--- src/rtl/cdtPkg.sv ---
package cdtPkg;

  // Strobes from the control to the datapath for one accepted access.
  typedef struct packed {
    logic incHit;      // bump hit counter
    logic incMiss;     // bump miss counter
    logic addMissPen;  // read miss stall
    logic addWritePen; // write-through forwarding stall
    logic fillEn;      // install the tag in useWay
    logic useEn;       // mark useWay as most recently used
    logic useWay;      // way touched by this access
  } ctrlStrobes_t;

endpackage

--- src/rtl/cdtSatCounter.sv ---
module cdtSatCounter #(
  parameter int CNT_W = 32
) (
  input  logic             clk,
  input  logic             rstN,
  input  logic             incEn,
  input  logic [CNT_W-1:0] incAmt,
  output logic [CNT_W-1:0] count
);

  localparam logic [CNT_W-1:0] MAXV = '1;

  logic [CNT_W:0] sumWide;

  assign sumWide = {1'b0, count} + {1'b0, incAmt};

  always_ff @(posedge clk) begin
    if (!rstN) begin
      count <= '0;
    end else if (incEn) begin
      count <= sumWide[CNT_W] ? MAXV : sumWide[CNT_W-1:0];
    end
  end

  // never moves backwards
  assert_monotonic_R8: assert property (@(posedge clk) disable iff (!rstN)
    count >= $past(count));

  // pinned at the ceiling once reached
  assert_no_wrap_R8: assert property (@(posedge clk) disable iff (!rstN)
    (count == MAXV) |=> (count == MAXV));

endmodule

--- src/rtl/cdtTagStore.sv ---
module cdtTagStore #(
  parameter int SET_COUNT = 4,
  parameter int TAG_W     = 26,
  localparam int SET_BITS = $clog2(SET_COUNT)
) (
  input  logic                clk,
  input  logic                rstN,
  input  logic [SET_BITS-1:0] setIdx,
  input  logic [TAG_W-1:0]    tagIn,
  input  logic                fillEn,
  input  logic                useEn,
  input  logic                useWay,
  output logic [1:0]          hitVec,
  output logic                victimWay
);

  localparam int WAYS = 2;

  logic [SET_COUNT-1:0] lruQ;

  generate
    for (genvar w = 0; w < WAYS; w++) begin : g_way
      logic [SET_COUNT-1:0] validQ;
      logic [TAG_W-1:0]     tagQ [SET_COUNT];

      assign hitVec[w] = validQ[setIdx] && (tagQ[setIdx] == tagIn);

      always_ff @(posedge clk) begin
        if (!rstN) begin
          validQ <= '0;
          for (int s = 0; s < SET_COUNT; s++) tagQ[s] <= '0;
        end else if (fillEn && (useWay == 1'(w))) begin
          validQ[setIdx] <= 1'b1;
          tagQ[setIdx]   <= tagIn;
        end
      end
    end
  endgenerate

  assign victimWay = lruQ[setIdx];

  always_ff @(posedge clk) begin
    if (!rstN) begin
      lruQ <= '0;
    end else if (useEn) begin
      lruQ[setIdx] <= ~useWay;
    end
  end

  // a tag is never resident in both ways of one set
  assert_single_way_hit_R7: assert property (@(posedge clk) disable iff (!rstN)
    $onehot0(hitVec));

  // after a fill the installed tag hits on the following cycle if probed
  assert_fill_lands_R7: assert property (@(posedge clk) disable iff (!rstN)
    (fillEn && !useWay) |=> g_way[0].validQ[$past(setIdx)]);

  // without a use strobe the replacement bits hold
  assert_lru_idle_R9: assert property (@(posedge clk) disable iff (!rstN)
    !useEn |=> $stable(lruQ));

endmodule

--- src/rtl/cdtDatapath.sv ---
module cdtDatapath
  import cdtPkg::*;
#(
  parameter int ADDR_W        = 32,
  parameter int SET_COUNT     = 4,
  parameter int OFF_BITS      = 4,
  parameter int CNT_W         = 32,
  parameter int MISS_PENALTY  = 10,
  parameter int WRITE_PENALTY = 2,
  localparam int SET_BITS     = $clog2(SET_COUNT),
  localparam int TAG_W        = ADDR_W - OFF_BITS - SET_BITS
) (
  input  logic              clk,
  input  logic              rstN,
  input  logic [ADDR_W-1:0] accAddr,
  input  ctrlStrobes_t      strb,
  output logic [1:0]        hitVec,
  output logic              victimWay,
  output logic [CNT_W-1:0]  hitCount,
  output logic [CNT_W-1:0]  missCount,
  output logic [CNT_W-1:0]  delayCount
);

  localparam int NUM_CNT = 3;
  localparam logic [CNT_W-1:0] MAXV     = '1;
  localparam logic [CNT_W-1:0] MISS_AMT = CNT_W'(MISS_PENALTY);
  localparam logic [CNT_W-1:0] WR_AMT   = CNT_W'(WRITE_PENALTY);

  logic [SET_BITS-1:0] setIdx;
  logic [TAG_W-1:0]    tagIn;
  logic                unusedOffset;

  assign setIdx       = accAddr[OFF_BITS +: SET_BITS];
  assign tagIn        = accAddr[ADDR_W-1 -: TAG_W];
  assign unusedOffset = ^accAddr[OFF_BITS-1:0];

  cdtTagStore #(
    .SET_COUNT(SET_COUNT),
    .TAG_W    (TAG_W)
  ) i_tagStore (
    .clk      (clk),
    .rstN     (rstN),
    .setIdx   (setIdx),
    .tagIn    (tagIn),
    .fillEn   (strb.fillEn),
    .useEn    (strb.useEn),
    .useWay   (strb.useWay),
    .hitVec   (hitVec),
    .victimWay(victimWay)
  );

  logic             cntEn  [NUM_CNT];
  logic [CNT_W-1:0] cntAmt [NUM_CNT];
  logic [CNT_W-1:0] cntVal [NUM_CNT];

  always_comb begin
    cntEn[0]  = strb.incHit;
    cntAmt[0] = CNT_W'(1);
    cntEn[1]  = strb.incMiss;
    cntAmt[1] = CNT_W'(1);
    cntEn[2]  = strb.addMissPen | strb.addWritePen;
    cntAmt[2] = strb.addMissPen ? MISS_AMT : (strb.addWritePen ? WR_AMT : '0);
  end

  generate
    for (genvar c = 0; c < NUM_CNT; c++) begin : g_cnt
      cdtSatCounter #(.CNT_W(CNT_W)) i_cnt (
        .clk   (clk),
        .rstN  (rstN),
        .incEn (cntEn[c]),
        .incAmt(cntAmt[c]),
        .count (cntVal[c])
      );
    end
  endgenerate

  assign hitCount   = cntVal[0];
  assign missCount  = cntVal[1];
  assign delayCount = cntVal[2];

  // a read hit costs no stall cycles
  assert_read_hit_free_R4: assert property (@(posedge clk) disable iff (!rstN)
    (strb.incHit && !strb.addWritePen) |=> $stable(delayCount));

  // a read miss costs exactly the miss penalty (or saturates)
  assert_read_miss_cost_R3: assert property (@(posedge clk) disable iff (!rstN)
    strb.addMissPen |=> (delayCount == $past(delayCount) + MISS_AMT) || (delayCount == MAXV));

  // every write costs exactly the write penalty (or saturates)
  assert_write_cost_R6: assert property (@(posedge clk) disable iff (!rstN)
    strb.addWritePen |=> (delayCount == $past(delayCount) + WR_AMT) || (delayCount == MAXV));

  // idle cycles leave every counter alone
  assert_idle_counters_R9: assert property (@(posedge clk) disable iff (!rstN)
    (!strb.incHit && !strb.incMiss) |=>
      ($stable(hitCount) && $stable(missCount) && $stable(delayCount)));

endmodule

--- src/rtl/cdtCtrl.sv ---
module cdtCtrl
  import cdtPkg::*;
(
  input  logic         clk,
  input  logic         rstN,
  input  logic         accValid,
  input  logic         accWrite,
  input  logic [1:0]   hitVec,
  input  logic         victimWay,
  output logic         accReady,
  output ctrlStrobes_t strb
);

  logic readyQ;
  logic accept;
  logic isHit;

  always_ff @(posedge clk) begin
    if (!rstN) readyQ <= 1'b0;
    else       readyQ <= 1'b1;
  end

  assign accReady = readyQ;
  assign accept   = accValid && readyQ;
  assign isHit    = |hitVec;

  always_comb begin
    strb             = '0;
    strb.incHit      = accept && isHit;
    strb.incMiss     = accept && !isHit;
    strb.addMissPen  = accept && !isHit && !accWrite;
    strb.addWritePen = accept && accWrite;
    strb.fillEn      = accept && !isHit && !accWrite;
    strb.useEn       = accept && (isHit || !accWrite);
    strb.useWay      = isHit ? hitVec[1] : victimWay;
  end

  // a write access never installs a line
  assert_write_no_fill_R6: assert property (@(posedge clk) disable iff (!rstN)
    (accValid && accWrite) |-> !strb.fillEn);

  // ready stays high once it has risen after reset
  assert_ready_holds_R1: assert property (@(posedge clk) disable iff (!rstN)
    accReady |=> accReady);

endmodule

--- src/rtl/cacheDelayTracker.sv ---
module cacheDelayTracker
  import cdtPkg::*;
#(
  parameter int ADDR_W        = 32,
  parameter int SET_COUNT     = 4,
  parameter int BLOCK_WORDS   = 4,
  parameter int WORD_BYTES    = 4,
  parameter int CNT_W         = 32,
  parameter int MISS_PENALTY  = 10,
  parameter int WRITE_PENALTY = 2
) (
  input  logic              clk,
  input  logic              rstN,
  input  logic              accValid,
  output logic              accReady,
  input  logic [ADDR_W-1:0] accAddr,
  input  logic              accWrite,
  output logic [CNT_W-1:0]  hitCount,
  output logic [CNT_W-1:0]  missCount,
  output logic [CNT_W-1:0]  delayCount
);

  localparam int OFF_BITS = $clog2(BLOCK_WORDS * WORD_BYTES);

  ctrlStrobes_t strb;
  logic [1:0]   hitVec;
  logic         victimWay;

  cdtCtrl i_ctrl (
    .clk      (clk),
    .rstN     (rstN),
    .accValid (accValid),
    .accWrite (accWrite),
    .hitVec   (hitVec),
    .victimWay(victimWay),
    .accReady (accReady),
    .strb     (strb)
  );

  cdtDatapath #(
    .ADDR_W       (ADDR_W),
    .SET_COUNT    (SET_COUNT),
    .OFF_BITS     (OFF_BITS),
    .CNT_W        (CNT_W),
    .MISS_PENALTY (MISS_PENALTY),
    .WRITE_PENALTY(WRITE_PENALTY)
  ) i_datapath (
    .clk       (clk),
    .rstN      (rstN),
    .accAddr   (accAddr),
    .strb      (strb),
    .hitVec    (hitVec),
    .victimWay (victimWay),
    .hitCount  (hitCount),
    .missCount (missCount),
    .delayCount(delayCount)
  );

endmodule

--- config.mk ---
export PLATFORM = sky130hd
export DESIGN_NAME = cacheDelayTracker
export DESIGN_NICKNAME = d
export VERILOG_FILES = /design/src/rtl/cdtPkg.sv /design/src/rtl/cdtSatCounter.sv /design/src/rtl/cdtTagStore.sv /design/src/rtl/cdtDatapath.sv /design/src/rtl/cdtCtrl.sv /design/src/rtl/cacheDelayTracker.sv
export SDC_FILE = /design/constraint.sdc
export NUM_CORES = 1
export LEC_CHECK = 0
export BUFFER_PORTS_ARGS = -buffer_cell sky130_fd_sc_hd__clkbuf_2
export CAP_MARGIN = 10
export CORE_MARGIN = 3
export CORE_UTILIZATION = 26
export CTS_CLUSTER_DIAMETER = 50
export DETAILED_ROUTE_END_ITERATION = 6
export GPL_TIMING_DRIVEN = 0
export HOLD_SLACK_MARGIN = 0.08
export SLEW_MARGIN = 20
export SYNTH_ARGS = -nofsm -noshare
export SYNTH_HDL_FRONTEND = slang
export SYNTH_SLANG_ARGS = --single-unit
--- constraint.sdc ---
create_clock -name clk -period 6.2 [get_ports clk]
set_clock_uncertainty 0.1 [all_clocks]
set_input_delay 0.31 -clock clk [delete_from_list [all_inputs] [get_ports clk]]
set_output_delay 0.31 -clock clk [all_outputs]
set_load 0.005 [all_outputs]
==> summary.txt <==
# IOs -> 133
DP HPWL -> 37.3 mm
flops & latches, synth -> 317
Critical Path RT -> 6.47 ns
Clk pwr share -> 43.4%
pin count of the biggest net entering global routing -> 20
Crit Path Category -> in -> reg
Hold Fails Final Rpt -> 0
Placement Rows -> 90
Commonest cells post-synth -> edfxtp_1, and2_1, dfxtp_1
Sw Share -> 24.2%
Die Height -> 254 µm
Net Count, Synth -> 1429
share of layout cells above drive strength 1 -> 20.4%
clock latency on the worst-skew pair -> 0.55 ns
post-synthesis sequential area ratio -> 52.8%
top_reg_cell synth -> edfxtp_1
Lkg Pwr -> 6.76 nW
final-report max-slew violation count -> 0
CTS tree -> done
Placeable Area -> 60600 µm²
Finished Layout Cells -> 2367
Synth area leaders -> edfxtp_1, dfxtp_1, mux4_2
status -> completed
post-synth top area share -> 39.1%
Vias/cell -> 5.29
leading cell type by number of instances after synthesis -> edfxtp_1
final wirelength -> 52.3 mm
Synth async-reset ratio -> 0%
worst min path class -> in -> reg
Critical Path Start -> accAddr[5]
Gate power share -> 8.0%
H-tree level count -> 2
Initial Util -> 26.4%
gr ovfl total -> 0
first-pass GRT wire length -> 77.7 mm
FILL cells -> 6127
synthesis-to-finish area growth -> 18.9%
maximum VDD drop -> 173 µV
Synth Area per Inst -> 11.5 µm²
CP endpoint kind -> flop
crit-path max FO -> 10
Power per Cell Area -> 251 nW/µm²
CTS root buf -> clkbuf_16
GRT Util Overall -> 15.8%
Max transition margin -> 36.9%
slew at the pin closest to its max-slew limit -> 0.939 ns
Final ANT Viol Nets -> 0
P_int -> 3.62 mW
clk sink count -> 317
number of flops mapped to enable cells by yosys -> 208
cell taking the most area after synthesis -> edfxtp_1
Worst-path clk slew -> 0.06 ns
# diodes -> 0
Worst Hold Launch -> accAddr[16]
die area -> 64400 µm²
mapped cell area -> 16000 µm²
TritonCTS Buffers -> 35
max cap viols -> 0
initial DRC count -> 1256
GP Congestion -> 0.942
post-CTS sizing -> 0
initial antenna violation count -> 2
Inst Count DP -> 2298
Final Critical Period -> 5.63 ns
Critical Path AT -> 5.90 ns
Setup violations, final -> 0
first drt pass iteration count -> 6
total number of vias -> 12500
Sequential Power Share -> 48.6%
Yosys warning count -> 0
Final #Nets -> 1599
Mapped Cells -> 1389
Max Clk Rate -> 178 MHz
unrepaired setup endpoints after global routing -> no
Die X-Extent -> 254 µm
CTS Buffer Depth -> 3
total power -> 4.77 mW
number of global-route vias before repair -> 12400
Net Switching -> 1.16 mW
post-synthesis cell type count -> 83
reg2reg start -> i_datapath.i_tagStore.g_way[1].tagQ[3][1]
count of input and output buffers -> 119
drt wl/cell -> 22.1 µm
Startpoint Class -> primary input
fin crit share -> 90.8%
setup bufs post-CTS -> 0
Post-CTS Hold Fix Bufs -> 6
DRC -> 0
final timing paths:
path / end / slack, ns / depth (start not counted)
setup / recovery: i_datapath.g_cnt[2].i_cnt.count[1] / 0.57 / 23
hold / removal: i_datapath.i_tagStore.g_way[0].tagQ[2][10] / 0.11 / 2
setup reg to reg: i_datapath.g_cnt[2].i_cnt.count[1] / 0.82 / 20
hold reg to reg: i_datapath.i_tagStore.g_way[1].validQ[2] / 0.36 / 2
layout make-up:
| type | instances | area, µm² | share of cell area, % |
|---|---|---|---|
| Clock buffer | 47 | 992 | 5.22 |
| Timing Repair Buffer | 133 | 868 | 4.57 |
| Multi-Input combinational cell | 923 | 6900 | 36.3 |
| Inverter | 47 | 176 | 0.929 |
| Tap cell | 782 | 978 | 5.15 |
| Sequential cell | 317 | 8430 | 44.4 |
| Buffer | 102 | 514 | 2.71 |
| Clock inverter | 16 | 135 | 0.712 |
power by group through the flow:
stage | clock, mW | combinational [mW] | sequential [mW]
final | 2.07 | 0.380 | 2.32
after detailed placement | 0 | 0.375 | 2.37
after floorplan | 0 | 0.226 | 2.36
after global routing | 2.18 | 0.403 | 2.33
after CTS | 2.10 | 0.380 | 2.32
after global placement | 0 | 0.352 | 2.37
through the flow:
stage               TNS [ns]  hold WS (ns)  utilization, %  worst slack, ns  instance area (µm²)
finish                     0         0.114            31.3            0.570                19000
global route               0         0.103            31.3            0.374                19000
CTS                        0        0.0823            31.3            0.819                19000
detailed placement         0         0.342            29.4            0.299                17800
global placement      -82.72         0.330            29.0            -1.11                17500
floorplan                  0         0.238               -             1.27                16000
flip-flops by register name, indices dropped and copies added (netlist names):
signal	count
i_datapath.g_cnt.i_cnt.count	96
i_ctrl.accReady	1
i_datapath.i_tagStore.g_way.validQ	8
i_datapath.i_tagStore.lruQ	4
i_datapath.i_tagStore.g_way.tagQ	208
cell usage in the layout, fill, tap and decap left out, drive strengths merged, types with 35 or more instances in the layout:
cell type,synthesis,routed
dfxtp,109,109
xnor2,57,57
and3,35,35
clkbuf,57,223
nor2,55,55
buf,45,53
mux4,40,40
edfxtp,208,208
inv,47,48
nand2,75,75
and2,121,121
nor3,108,108
metal layers:
metal  track usage, %  up-vias  wire [µm]
met3             2.63      102       3180
met1             20.0     6289      21500
li1                 -     5658          -
met2             27.2      467      25900
met5                0        -         24
met4             5.87        4       1750
worst max-delay path: stages:
cell      delay, ns
buf_6          0.11
buf_2          0.35
buf_2          0.47
mux4_2         0.38
xnor2_1        0.35
nand2_1        0.15
nor4_1         0.39
and4b_1        0.32
clkbuf_1       0.35
o21a_1         0.16
buf_2          0.22
buf_2          0.26
nor2_1         0.06
ha_1           0.21
nand2_1        0.08
o21ai_0        0.08
o21ai_0        0.27
nor2_1         0.24
nand2_1        0.16
a221oi_2       0.10
nand2_1        0.19
clkbuf_1       0.50
a31oi_1        0.16
cell families after synthesis:
| family | Yosys count | share of synthesized area [%] |
|---|---|---|
| AOI/OAI and AO/OA | 225 | 11.2 |
| and+or+nand+nor | 553 | 19.8 |
| xor gates and xnor gates | 58 | 3.18 |
| DFF | 317 | 52.8 |
| muxes | 82 | 8.34 |
| adders and majority gates | 5 | 0.376 |
| buffers and inverters | 149 | 4.32 |
Note: power is estimated with default switching activity, not from simulation.
